==> config.mk <==
export PLATFORM = sky130hd
export DESIGN_NAME = wmf_fifo_regs
export DESIGN_NICKNAME = d
export VERILOG_FILES = /design/src/rtl/wmf_pkg.sv /design/src/rtl/wmf_regdec.sv /design/src/rtl/wmf_store.sv /design/src/rtl/wmf_alert.sv /design/src/rtl/wmf_fifo_regs.sv
export SDC_FILE = /design/constraint.sdc
export NUM_CORES = 1
export LEC_CHECK = 0
export BUFFER_PORTS_ARGS = -buffer_cell sky130_fd_sc_hd__buf_2
export CORE_UTILIZATION = 45
export CTS_CLUSTER_DIAMETER = 80
export DETAILED_ROUTE_END_ITERATION = 12
export PLACE_DENSITY = 0.71
export SYNTH_ARGS = -nofsm -noshare
export SYNTH_HDL_FRONTEND = slang
export SYNTH_SLANG_ARGS = --single-unit
==> constraint.sdc <==
create_clock -name clk -period 4.4 [get_ports clk]
set_clock_uncertainty 0.1 [all_clocks]
set_input_delay 0.66 -clock clk [delete_from_list [all_inputs] [get_ports clk]]
set_output_delay 0.66 -clock clk [all_outputs]
set_load 0.1 [all_outputs]
==> src/rtl/wmf_pkg.sv <==
package wmf_pkg;

   // register select produced by the host decoder
   typedef enum logic [1:0] {
      RSEL_NONE  = 2'd0,
      RSEL_DATA  = 2'd1,
      RSEL_LEVEL = 2'd2,
      RSEL_WMARK = 2'd3
   } wmf_rsel_e;

   // one-cycle host command after decode
   typedef struct packed {
      logic push;
      logic pop;
      logic flush;
      logic wm_we;
   } wmf_host_cmd_t;

   localparam int unsigned WMF_ADDR_DATA  = 'h09;
   localparam int unsigned WMF_ADDR_LEVEL = 'h0A;
   localparam int unsigned WMF_ADDR_WMARK = 'h0B;

endpackage

==> src/rtl/wmf_regdec.sv <==
module wmf_regdec
   import wmf_pkg::*;
#(
   parameter int unsigned AW         = 8,
   parameter int unsigned WM_W       = 6,
   parameter int unsigned WM_RESET   = 8,
   parameter int unsigned ADDR_DATA  = WMF_ADDR_DATA,
   parameter int unsigned ADDR_LEVEL = WMF_ADDR_LEVEL,
   parameter int unsigned ADDR_WMARK = WMF_ADDR_WMARK
) (
   input  logic            clk,
   input  logic            rst_n,
   input  logic            sel,
   input  logic            we,
   input  logic [AW-1:0]   addr,
   input  logic            flush_bit,
   input  logic [WM_W-1:0] wm_bits,
   output wmf_host_cmd_t   cmd,
   output wmf_rsel_e       rsel,
   output logic [WM_W-1:0] wmark
);

   logic hit_data, hit_level, hit_wmark;
   logic [WM_W-1:0] wmark_q;

   assign hit_data  = (addr == AW'(ADDR_DATA));
   assign hit_level = (addr == AW'(ADDR_LEVEL));
   assign hit_wmark = (addr == AW'(ADDR_WMARK));

   always_comb begin
      cmd       = '0;
      cmd.push  = sel &  we & hit_data;
      cmd.pop   = sel & ~we & hit_data;
      cmd.flush = sel &  we & hit_level & flush_bit;
      cmd.wm_we = sel &  we & hit_wmark;
   end

   always_comb begin
      if (hit_data)       rsel = RSEL_DATA;
      else if (hit_level) rsel = RSEL_LEVEL;
      else if (hit_wmark) rsel = RSEL_WMARK;
      else                rsel = RSEL_NONE;
   end

   always_ff @(posedge clk) begin
      if (!rst_n)          wmark_q <= WM_W'(WM_RESET);
      else if (cmd.wm_we)  wmark_q <= wm_bits;
   end

   assign wmark = wmark_q;

endmodule

==> src/rtl/wmf_store.sv <==
module wmf_store #(
   parameter int unsigned DW    = 8,
   parameter int unsigned DEPTH = 64,
   parameter int unsigned LVL_W = $clog2(DEPTH + 1),
   parameter int unsigned PTR_W = $clog2(DEPTH)
) (
   input  logic             clk,
   input  logic             rst_n,
   input  logic             push_req,
   input  logic [DW-1:0]    push_data,
   input  logic             pop_req,
   input  logic             flush,
   output logic [DW-1:0]    pop_data,
   output logic             pop_ok,
   output logic [LVL_W-1:0] level,
   output logic             ovfl
);

   localparam bit POW2 = ((DEPTH & (DEPTH - 1)) == 0);

   logic [DW-1:0]    mem_q [DEPTH];
   logic [PTR_W-1:0] wr_ptr_q, rd_ptr_q, wr_nxt, rd_nxt;
   logic [LVL_W-1:0] level_q;
   logic             ovfl_q, full, empty, push_ok;

   assign full    = (level_q == LVL_W'(DEPTH));
   assign empty   = (level_q == '0);
   assign pop_ok  = pop_req  & ~flush & ~empty;
   assign push_ok = push_req & ~flush & (~full | pop_ok);

   generate
      if (POW2) begin : g_wrap_nat
         assign wr_nxt = wr_ptr_q + 1'b1;
         assign rd_nxt = rd_ptr_q + 1'b1;
      end else begin : g_wrap_cmp
         assign wr_nxt = (wr_ptr_q == PTR_W'(DEPTH - 1)) ? '0 : wr_ptr_q + 1'b1;
         assign rd_nxt = (rd_ptr_q == PTR_W'(DEPTH - 1)) ? '0 : rd_ptr_q + 1'b1;
      end
   endgenerate

   always_ff @(posedge clk) begin
      if (push_ok) mem_q[wr_ptr_q] <= push_data;
   end

   always_ff @(posedge clk) begin
      if (!rst_n || flush) begin
         wr_ptr_q <= '0;
         rd_ptr_q <= '0;
         level_q  <= '0;
         ovfl_q   <= 1'b0;
      end else begin
         if (push_ok) wr_ptr_q <= wr_nxt;
         if (pop_ok)  rd_ptr_q <= rd_nxt;
         level_q <= level_q + LVL_W'(push_ok) - LVL_W'(pop_ok);
         if (push_req && !push_ok) ovfl_q <= 1'b1;
      end
   end

   assign pop_data = mem_q[rd_ptr_q];
   assign level    = level_q;
   assign ovfl     = ovfl_q;

endmodule

==> src/rtl/wmf_alert.sv <==
module wmf_alert #(
   parameter int unsigned DEPTH = 64,
   parameter int unsigned LVL_W = $clog2(DEPTH + 1),
   parameter int unsigned WM_W  = $clog2(DEPTH)
) (
   input  logic [LVL_W-1:0] level,
   input  logic [WM_W-1:0]  wmark,
   output logic             hi,
   output logic             lo
);

   logic [LVL_W-1:0] free_slots, wm_ext;

   assign free_slots = LVL_W'(DEPTH) - level;
   assign wm_ext     = LVL_W'(wmark);
   assign hi         = (free_slots <= wm_ext);
   assign lo         = (level <= wm_ext);

endmodule

==> src/rtl/wmf_fifo_regs.sv <==
module wmf_fifo_regs
   import wmf_pkg::*;
#(
   parameter int unsigned DW         = 8,
   parameter int unsigned DEPTH      = 64,
   parameter int unsigned AW         = 8,
   parameter int unsigned WM_RESET   = 8,
   parameter int unsigned ADDR_DATA  = WMF_ADDR_DATA,
   parameter int unsigned ADDR_LEVEL = WMF_ADDR_LEVEL,
   parameter int unsigned ADDR_WMARK = WMF_ADDR_WMARK,
   localparam int unsigned LVL_W     = $clog2(DEPTH + 1),
   localparam int unsigned PTR_W     = $clog2(DEPTH),
   localparam int unsigned WM_W      = $clog2(DEPTH)
) (
   input  logic             clk,
   input  logic             rst_n,
   input  logic             bus_sel,
   input  logic             bus_we,
   input  logic [AW-1:0]    bus_addr,
   input  logic [DW-1:0]    bus_wdata,
   output logic [DW-1:0]    bus_rdata,
   input  logic             eng_push,
   input  logic [DW-1:0]    eng_wdata,
   input  logic             eng_pop,
   output logic [DW-1:0]    eng_rdata,
   output logic [LVL_W-1:0] fill_level,
   output logic             hi_alert,
   output logic             lo_alert,
   output logic             ovfl_err
);

   generate
      if (DEPTH < 2)              $error("wmf_fifo_regs: DEPTH must be at least 2");
      if (DW < LVL_W + 1)         $error("wmf_fifo_regs: DW too narrow for level plus flush bit");
      if (DW < WM_W)              $error("wmf_fifo_regs: DW too narrow for watermark");
      if (WM_RESET >= (1 << WM_W)) $error("wmf_fifo_regs: WM_RESET exceeds watermark field");
      if (ADDR_DATA == ADDR_LEVEL || ADDR_DATA == ADDR_WMARK || ADDR_LEVEL == ADDR_WMARK)
         $error("wmf_fifo_regs: register addresses must differ");
   endgenerate

   wmf_host_cmd_t    cmd;
   wmf_rsel_e        rsel;
   logic [WM_W-1:0]  wmark;
   logic             push_req, pop_req, pop_ok, eng_pop_win;
   logic [DW-1:0]    push_data, pop_data;
   logic [LVL_W-1:0] level;
   logic             ovfl;
   logic [DW-1:0]    bus_rdata_q, eng_rdata_q;

   wmf_regdec #(
      .AW(AW), .WM_W(WM_W), .WM_RESET(WM_RESET),
      .ADDR_DATA(ADDR_DATA), .ADDR_LEVEL(ADDR_LEVEL), .ADDR_WMARK(ADDR_WMARK)
   ) u_regdec (
      .clk       (clk),
      .rst_n     (rst_n),
      .sel       (bus_sel),
      .we        (bus_we),
      .addr      (bus_addr),
      .flush_bit (bus_wdata[DW-1]),
      .wm_bits   (bus_wdata[WM_W-1:0]),
      .cmd       (cmd),
      .rsel      (rsel),
      .wmark     (wmark)
   );

   // host wins both the push and the pop slot
   assign push_req    = cmd.push | eng_push;
   assign push_data   = cmd.push ? bus_wdata : eng_wdata;
   assign pop_req     = cmd.pop | eng_pop;
   assign eng_pop_win = eng_pop & ~cmd.pop;

   wmf_store #(
      .DW(DW), .DEPTH(DEPTH), .LVL_W(LVL_W), .PTR_W(PTR_W)
   ) u_store (
      .clk       (clk),
      .rst_n     (rst_n),
      .push_req  (push_req),
      .push_data (push_data),
      .pop_req   (pop_req),
      .flush     (cmd.flush),
      .pop_data  (pop_data),
      .pop_ok    (pop_ok),
      .level     (level),
      .ovfl      (ovfl)
   );

   wmf_alert #(
      .DEPTH(DEPTH), .LVL_W(LVL_W), .WM_W(WM_W)
   ) u_alert (
      .level (level),
      .wmark (wmark),
      .hi    (hi_alert),
      .lo    (lo_alert)
   );

   always_ff @(posedge clk) begin
      if (!rst_n) begin
         bus_rdata_q <= '0;
         eng_rdata_q <= '0;
      end else begin
         if (bus_sel && !bus_we) begin
            unique case (rsel)
               RSEL_DATA:  bus_rdata_q <= (cmd.pop && pop_ok) ? pop_data : '0;
               RSEL_LEVEL: bus_rdata_q <= DW'(level);
               RSEL_WMARK: bus_rdata_q <= DW'(wmark);
               default:    bus_rdata_q <= '0;
            endcase
         end
         if (eng_pop) eng_rdata_q <= (eng_pop_win && pop_ok) ? pop_data : '0;
      end
   end

   assign bus_rdata  = bus_rdata_q;
   assign eng_rdata  = eng_rdata_q;
   assign fill_level = level;
   assign ovfl_err   = ovfl;

endmodule

==> summary.md, run 1 <==
| Metric | Value |
|---|---|
| FP Rows | `82` |
| Die area | `0.0516 mm2` |
| Setup Viol. Count Final | `0` |
| CTS resizes | `0` |
| Detailed placement HPWL | `34400 um` |
| Leak | `8.53 nW` |
| Main synth FF type | `edfxtp_1` |
| Critical path's most frequent cell | `o21a_1` |
| Gate Count Post-Synth | `1292` |
| CTS tree | `built` |
| Syn Area/Cell | `17.6 um2` |
| Startpoint Class | `register` |
| Clk slew on worst S/H paths | `0.06 ns` |
| HP Start | `bus_wdata[3]` |
| Final min period | `4.17 ns` |
| Setup TNS | `0 ns` |
| Post-synth EDFFs | `512` |
| TritonCTS Buffers | `55` |
| Area of the multi-input gates | `0.00600 mm2` |
| Worst Tran Pin Value | `1.02 ns` |
| Synth-to-layout area growth | `14.6%` |
| Worst-Skew Late Latency | `0.61 ns` |
| CP Capture Type | `output port` |
| FILL cells | `3972` |
| Worst Hold Depth | `3` |
| Boundary pin count | `56` |
| H-tree depth | `2` |
| PD cells | `498 mW/mm2` |
| Switching power | `0.00361 W` |
| Outcome | `finished, final reports clean` |
| Fin cells | `2154` |
| First-pass GRT wire length | `79500 um` |
| Clock network power share | `35.5%` |
| Total track usage | `21.2%` |
| Post-Syn Nets | `1347` |
| Die Height | `227 um` |
| Placed cells | `2052` |
| Combinational power share | `17.9%` |
| Max Slew Vio Count | `0` |
| Clock buffer depth | `3` |
| Worst Setup Path Type | `register to output port` |
| Final worst-path cycle share | `94.7%` |
| Worst R2R End | `eng_rdata[6]` |
| Root Driver | `clkbuf_16` |
| Max Fanout on Critical Path | `6` |
| Setup slack, reg-to-reg | `1.00 ns` |
| Crit. Startpoint | `u_store.level[1]` |
| Synth async-reset ratio | `0%` |
| Vias post-DR | `12600` |
| HP Class | `input port to register` |
| Layout cells sized above 1 | `23.3%` |
| Drc violations | `0` |
| Placer Congestion | `0.892` |
| Yosys cell types | `65` |
| Worst R2R Path Depth | `7` |
| Slowest cell on the critical path | `dfxtp_1` |
| Bufs and invs on worst path | `2` |
| Pin count of the biggest net entering global routing | `65` |
| Vias in the first global route | `12400` |
| TritonRoute pass-1 iters | `7` |
| Sequential share of power | `46.7%` |
| RSZ-0062 raised after global routing | `no` |
| Worst stage delay on the critical path | `0.48 ns` |
| Yosys reg bits | `560` |
| Hold path endpoint | `u_regdec.wmark[3]` |
| Part of the Yosys area used for sequential elements | `71.6%` |
| Yosys synthesis warning count | `0` |
| CORE AREA | `0.0501 mm2` |
| Die Wd | `227 um` |
| Cell area after synthesis | `0.0228 mm2` |
| Initial Utilization | `45.5%` |
| Final ANT Viol Nets | `0` |
| TritonCTS Sinks | `560` |
| F_max | `240 MHz` |
| Initial antenna violation count | `0` |
| Cell Chain, Critical Path | `inv_1, ha_1, ha_1, nor2b_1, o21a_1, o21a_1, o21a_1, o21a_1, o22ai_1, and3_1, buf_2` |
| Max_slew headroom | `32.0%` |
| # port buffers | `55` |
| Vias/cell | `5.83` |
| Commonest non-fill, non-tap cells in the layout | `edfxtp_1 (512), nor2_1 (111), mux2i_1 (98), buf_4 (92), mux4_2 (79)` |
| VDD IR-drop max | `0.294 mV` |
| Post-CTS setup buffer count | `0` |
| Top cell family by delay on the critical path | `compound AO/OA/AOI/OAI gates` |
| GRT overflow | `0` |
| Req. time, crit path | `3.64 ns` |
| Most common cell after layout, fill and taps aside | `edfxtp_1` |
| Nets | `1492` |
| Switch share | `27.7%` |
| Antenna cells | `0` |
| Wire length per cell | `24.8 um` |
| Hold-fix buffers, CTS | `0` |
| Starting DRC count in detailed routing | `1628` |
| WP data arrival | `3.41 ns` |
| MaxCap Viol Count | `0` |
| Int Pwr | `0.00942 W` |
| Count of final hold-check violations | `0` |
| Register Area | `0.0163 mm2` |
| Final WL | `53500 um` |
## Yosys cell counts, drive strengths merged, types with 3 or more instances
cell type	count	area (um2)
a2111oi	4	41.3
a211oi	4	30.0
a21oi	30	150
a221oi	4	35.0
a22o	14	123
a22oi	26	195
a311oi	3	26.3
a31oi	8	50.1
and2	11	68.8
and3	4	25.0
buf	49	324
clkbuf	16	60.1
dfxtp	48	961
edfxtp	512	15400
ha	24	300
inv	21	78.8
mux2	12	135
mux2i	98	981
mux4	96	2230
nand2	58	220
nand2b	7	43.8
nand3	13	82.6
nand3b	6	52.6
nand4	6	37.5
nor2	111	417
nor2b	18	113
nor3	6	30.0
nor4	4	37.5
o21a	5	37.5
o21ai	19	95.1
o21bai	4	30.0
o22ai	4	25.0
or2	4	25.0
or4	4	33.8
xnor2	13	114
xor2	7	61.3
## metal layers
metal | global-route usage [%] | part of all wire [%]
met4 | 6.71 | 2.9
met1 | 30.1 | 42
met3 | 4.22 | 9.0
met2 | 32.9 | 46
met5 | 0 | 0
## per-stage QoR
| stage | worst slack (ns) | area, um2 | util [%] | hold slack (ns) | total power, W |
|---|---|---|---|---|---|
| 2_1_floorplan | 0.154 | 22800 | - | 0.367 | 0.00785 |
| 3_3_place_gp | 0.388 | 24400 | 48.7 | 0.350 | 0.00848 |
| 3_5_place_dp | 0.385 | 24400 | 48.7 | 0.360 | 0.00851 |
| 4_1_cts | 0.175 | 26100 | 52.2 | 0.176 | 0.0131 |
| 5_1_grt | 0.0884 | 26100 | 52.2 | 0.221 | 0.0135 |
| 6_report | 0.233 | 26100 | 52.2 | 0.209 | 0.0130 |
## layout make-up
cell class / instances / area share [%]
Sequential cell: 560 / 62.5
Multi-Input combinational cell: 644 / 22.9
Clock buffer: 72 / 5.74
Timing Repair Buffer: 153 / 4.15
Tap cell: 672 / 3.22
Clock inverter: 30 / 1.08
Inverter: 23 / 0.330
## state kept, by name, summed over array words and instances, names as in the netlist, named ones only
register          count
bus_rdata             8
eng_rdata             8
u_regdec.wmark        6
u_store.level         7
u_store.mem_q       512
u_store.ovfl          1
u_store.rd_ptr_q      6
u_store.wr_ptr_q      6
## worst register-to-register path, cell delays in order (launching register included)
cell     delay [ns]
dfxtp_4        0.91
buf_4          0.49
and2_1         0.55
a22oi_1        0.29
a21oi_1        0.27
nor3_1         0.09
a31oi_1        0.42
o21ai_1        0.14
## worst max-delay path by stage
stage	endpoint	slack, ns	cells past startpoint
finish	hi_alert	0.23	11
global route	hi_alert	0.09	11
CTS	hi_alert	0.17	11
detailed placement	u_store.level[6]	0.39	16
global placement	u_store.level[6]	0.39	16
floorplan	hi_alert	0.15	10
## power groups by stage
stage / combinational, W / clock [W] / sequential (W)
floorplan: 0.00149 / 0 / 0.00636
global placement: 0.00229 / 0 / 0.00619
detailed placement: 0.00231 / 0 / 0.00620
CTS: 0.00233 / 0.00468 / 0.00609
global route: 0.00248 / 0.00488 / 0.00610
finish: 0.00233 / 0.00462 / 0.00608
## cells by family (layout without fill, tap and decap cells)
logic type,Yosys count,after routing,share of synthesized area (%)
simple gates,257,257,5.38
mux,206,206,14.7
buf+inv,88,278,2.06
compound gates,136,136,4.09
xor+xnor,20,20,0.768
flops,560,560,71.6
fa+ha+maj,25,25,1.40
Note: power is estimated with default switching activity, not from simulation.
==> inputs of run 2 (changes only) <==
--- a/config.mk
+++ b/config.mk
@@ -12,4 +12,5 @@
 export PLACE_DENSITY = 0.71
 export SYNTH_ARGS = -nofsm -noshare
 export SYNTH_HDL_FRONTEND = slang
+export SYNTH_HIERARCHICAL = 1
 export SYNTH_SLANG_ARGS = --single-unit
==> run 2 against run 1 <==
Sequential power barely moved. Die area down 0.45%. Utilization rose by 0.18 points. Synthesized cell count down 5.6%. First-iteration DRC count is 34% lower. Via count is 5.3% lower. Critical path depth decreased by 2. Register-to-register slack worse by 0.37 ns. Largest cell class unchanged.
==> summary.md, run 2 <==
| Metric | Value |
|---|---|
| Vias/cell | `5.74` |
| Vias in the first global route | `12200` |
| Nets | `1421` |
| Startpoint Class | `register` |
| HP Class | `input port to register` |
| Slowest cell on the critical path | `dfxtp_1` |
| Post-CTS setup buffer count | `0` |
| Setup TNS | `0 ns` |
| CP Capture Type | `output port` |
| Worst r2r src | `u_store/level[2]` |
| TritonCTS Sinks | `560` |
| Syn Area/Cell | `18.6 um2` |
| Post-synth EDFFs | `512` |
| Cell area after synthesis | `0.0227 mm2` |
| VDD IR-drop max | `0.316 mV` |
| Final ANT Viol Nets | `0` |
| # port buffers | `55` |
| Max Slew Vio Count | `0` |
| HP Start | `bus_wdata[2]` |
| Boundary pin count | `56` |
| Placer Congestion | `0.917` |
| Worst-Skew Late Latency | `0.61 ns` |
| Part of the Yosys area used for sequential elements | `72.0%` |
| Wire length per cell | `24.5 um` |
| Die Height | `227 um` |
| Ranking of synthesized cells by area | `edfxtp_1 (68%), mux4_2 (11%), dfxtp_1 (4.2%)` |
| Req. time, crit path | `3.64 ns` |
| FILL cells | `3865` |
| Vias post-DR | `11900` |
| Initial Utilization | `46.0%` |
| CTS tree | `built` |
| Leak | `8.31 nW` |
| WP data arrival | `3.11 ns` |
| CTS resizes | `0` |
| Yosys synthesis warning count | `6` |
| Final core occ | `52.4%` |
| Met3 routed WL | `3380 um` |
| Setup WS post-layout | `0.526 ns` |
| Placed cell areas | `0.0242 mm2` |
| Antenna cells | `0` |
| Clk slew on worst S/H paths | `0.06 ns` |
| Clock buffer depth | `3` |
| Drc violations | `0` |
| Register Area | `0.0163 mm2` |
| Final Instance Area | `0.0259 mm2` |
| Count of final hold-check violations | `0` |
| Outcome | `finished, final reports clean` |
| PD cells | `505 mW/mm2` |
| Worst R2R Path Depth | `16` |
| Worst R2R End | `u_store/level[6]` |
| Max_slew headroom | `32.8%` |
| Die Wd | `227 um` |
| Die area | `0.0513 mm2` |
| TritonCTS Buffers | `54` |
| First-pass GRT wire length | `77400 um` |
| Initial antenna violation count | `0` |
| Pin count of the biggest net entering global routing | `65` |
| RSZ-0062 raised after global routing | `no` |
| TritonRoute pass-1 iters | `5` |
| Worst Setup Path Type | `register to output port` |
| Final WL | `50900 um` |
| CORE AREA | `0.0494 mm2` |
| F_max | `258 MHz` |
| Top cell type by total area after synthesis | `edfxtp_1` |
| Starting DRC count in detailed routing | `1067` |
| Synth-to-layout area growth | `13.9%` |
| Main synth FF type | `edfxtp_1` |
| Final worst-path cycle share | `88.0%` |
| Max Fanout on Critical Path | `10` |
| Post-Syn Nets | `1274` |
| Yosys cell types | `63` |
| Layout cells sized above 1 | `26.1%` |
| Most common cell after layout, fill and taps aside | `edfxtp_1` |
| Hold-fix buffers, CTS | `0` |
| MaxCap Viol Count | `0` |
| Post-synth top area share | `67.7%` |
| Met2 routed WL | `24900 um` |
| Final min period | `3.87 ns` |
| Commonest cells post-synth | `edfxtp_1 (512), mux4_2 (111), nor2_1 (95)` |
| Max layer used | `met4` |
| Root Driver | `clkbuf_16` |
| Worst Hold Depth | `3` |
| Bufs and invs on worst path | `2` |
| Largest register FFs | `512` |
| Top cell family by delay on the critical path | `compound AO/OA/AOI/OAI gates` |
| Worst Tran Pin Value | `0.995 ns` |
| Area of the multi-input gates | `0.00590 mm2` |
| Setup Viol. Count Final | `0` |
| H-tree depth | `2` |
| Yosys reg bits | `560` |
| Synth async-reset ratio | `0%` |
| Setup WS pre-CTS | `0.0713 ns` |
| Gate Count Post-Synth | `1220` |
| Biggest register | `u_store/mem_q` |
| Setup slack, reg-to-reg | `0.63 ns` |
| Total track usage | `20.6%` |
| FP Rows | `81` |
| Commonest non-fill, non-tap cells in the layout | `edfxtp_1 (512), mux4_2 (111), nor2_1 (95), buf_4 (92)` |
| Cell Chain, Critical Path | `inv_1, ha_1, xnor2_1, ha_1, a21oi_2, nand2_1, a221o_1, a21oi_2, buf_2` |
| Worst stage delay on the critical path | `0.59 ns` |
| Most common cell in the synthesized netlist | `edfxtp_1` |
| GRT overflow | `0` |
| Met1 wire length | `21400 um` |
| Hold path endpoint | `u_regdec/wmark[2]` |
| Detailed placement HPWL | `31700 um` |
## run 2: how the worst max path moves through the flow
stage | start | endpoint | slack [ns] | cells after the start
6_report | u_store/level[1] | hi_alert | 0.53 | 9
4_1_cts | u_store/level[1] | hi_alert | 0.47 | 9
3_5_place_dp | bus_addr[5] | u_store/level[6] | 0.07 | 18
5_1_grt | u_store/level[1] | hi_alert | 0.29 | 9
2_1_floorplan | u_store/level[1] | hi_alert | 0.32 | 8
3_3_place_gp | bus_addr[5] | u_store/level[6] | 0.22 | 18
## run 2: per-stage QoR
step	cells	total power, W	hold slack, ns
5_1_grt	2072	0.0135	0.222
3_3_place_gp	1975	0.00881	0.344
3_5_place_dp	1975	0.00887	0.342
6_report	2072	0.0130	0.227
4_1_cts	2072	0.0131	0.206
2_1_floorplan	1220	0.00822	0.344
## run 2: power breakdown
part	total, W	switching [W]	internal (W)
Clock	0.00430	0.00189	0.00241
Sequential	0.00610	0.000218	0.00589
Combinational	0.00264	0.00153	0.00110
## run 2: final cells by class
class / count / share of cell area [%]
clock buffers: 71 / 5.56
clock inverters: 26 / 0.774
inverters: 24 / 0.348
multi-input cells: 576 / 22.8
flip-flops and latches: 560 / 63.2
well taps: 664 / 3.21
repair buffers: 151 / 4.05
## run 2: worst min-delay path, cell delays in order
cell and delay [ns]:
buf_2 0.10, nand2_1 0.05, mux2i_1 0.06
## run 2: per-layer routing
| layer | vias to the layer above | track usage (%) |
|---|---|---|
| met5 | - | 0 |
| met4 | 0 | 6.41 |
| met3 | 76 | 3.41 |
| met2 | 440 | 33.7 |
| met1 | 6175 | 28.3 |
| li1 | 5206 | - |
## run 2: logic make-up after synthesis
| logic type | count (synthesis) | share of synthesized area (%) |
|---|---|---|
| multiplexers | 184 | 15.6 |
| AO/OA/AOI/OAI | 114 | 3.38 |
| buffers and inverters | 84 | 2.04 |
| AND/OR/NAND/NOR | 236 | 4.99 |
| flip-flops | 560 | 72.0 |
| adder cells (fa/ha/maj) | 24 | 1.36 |
| XOR/XNOR | 18 | 0.695 |
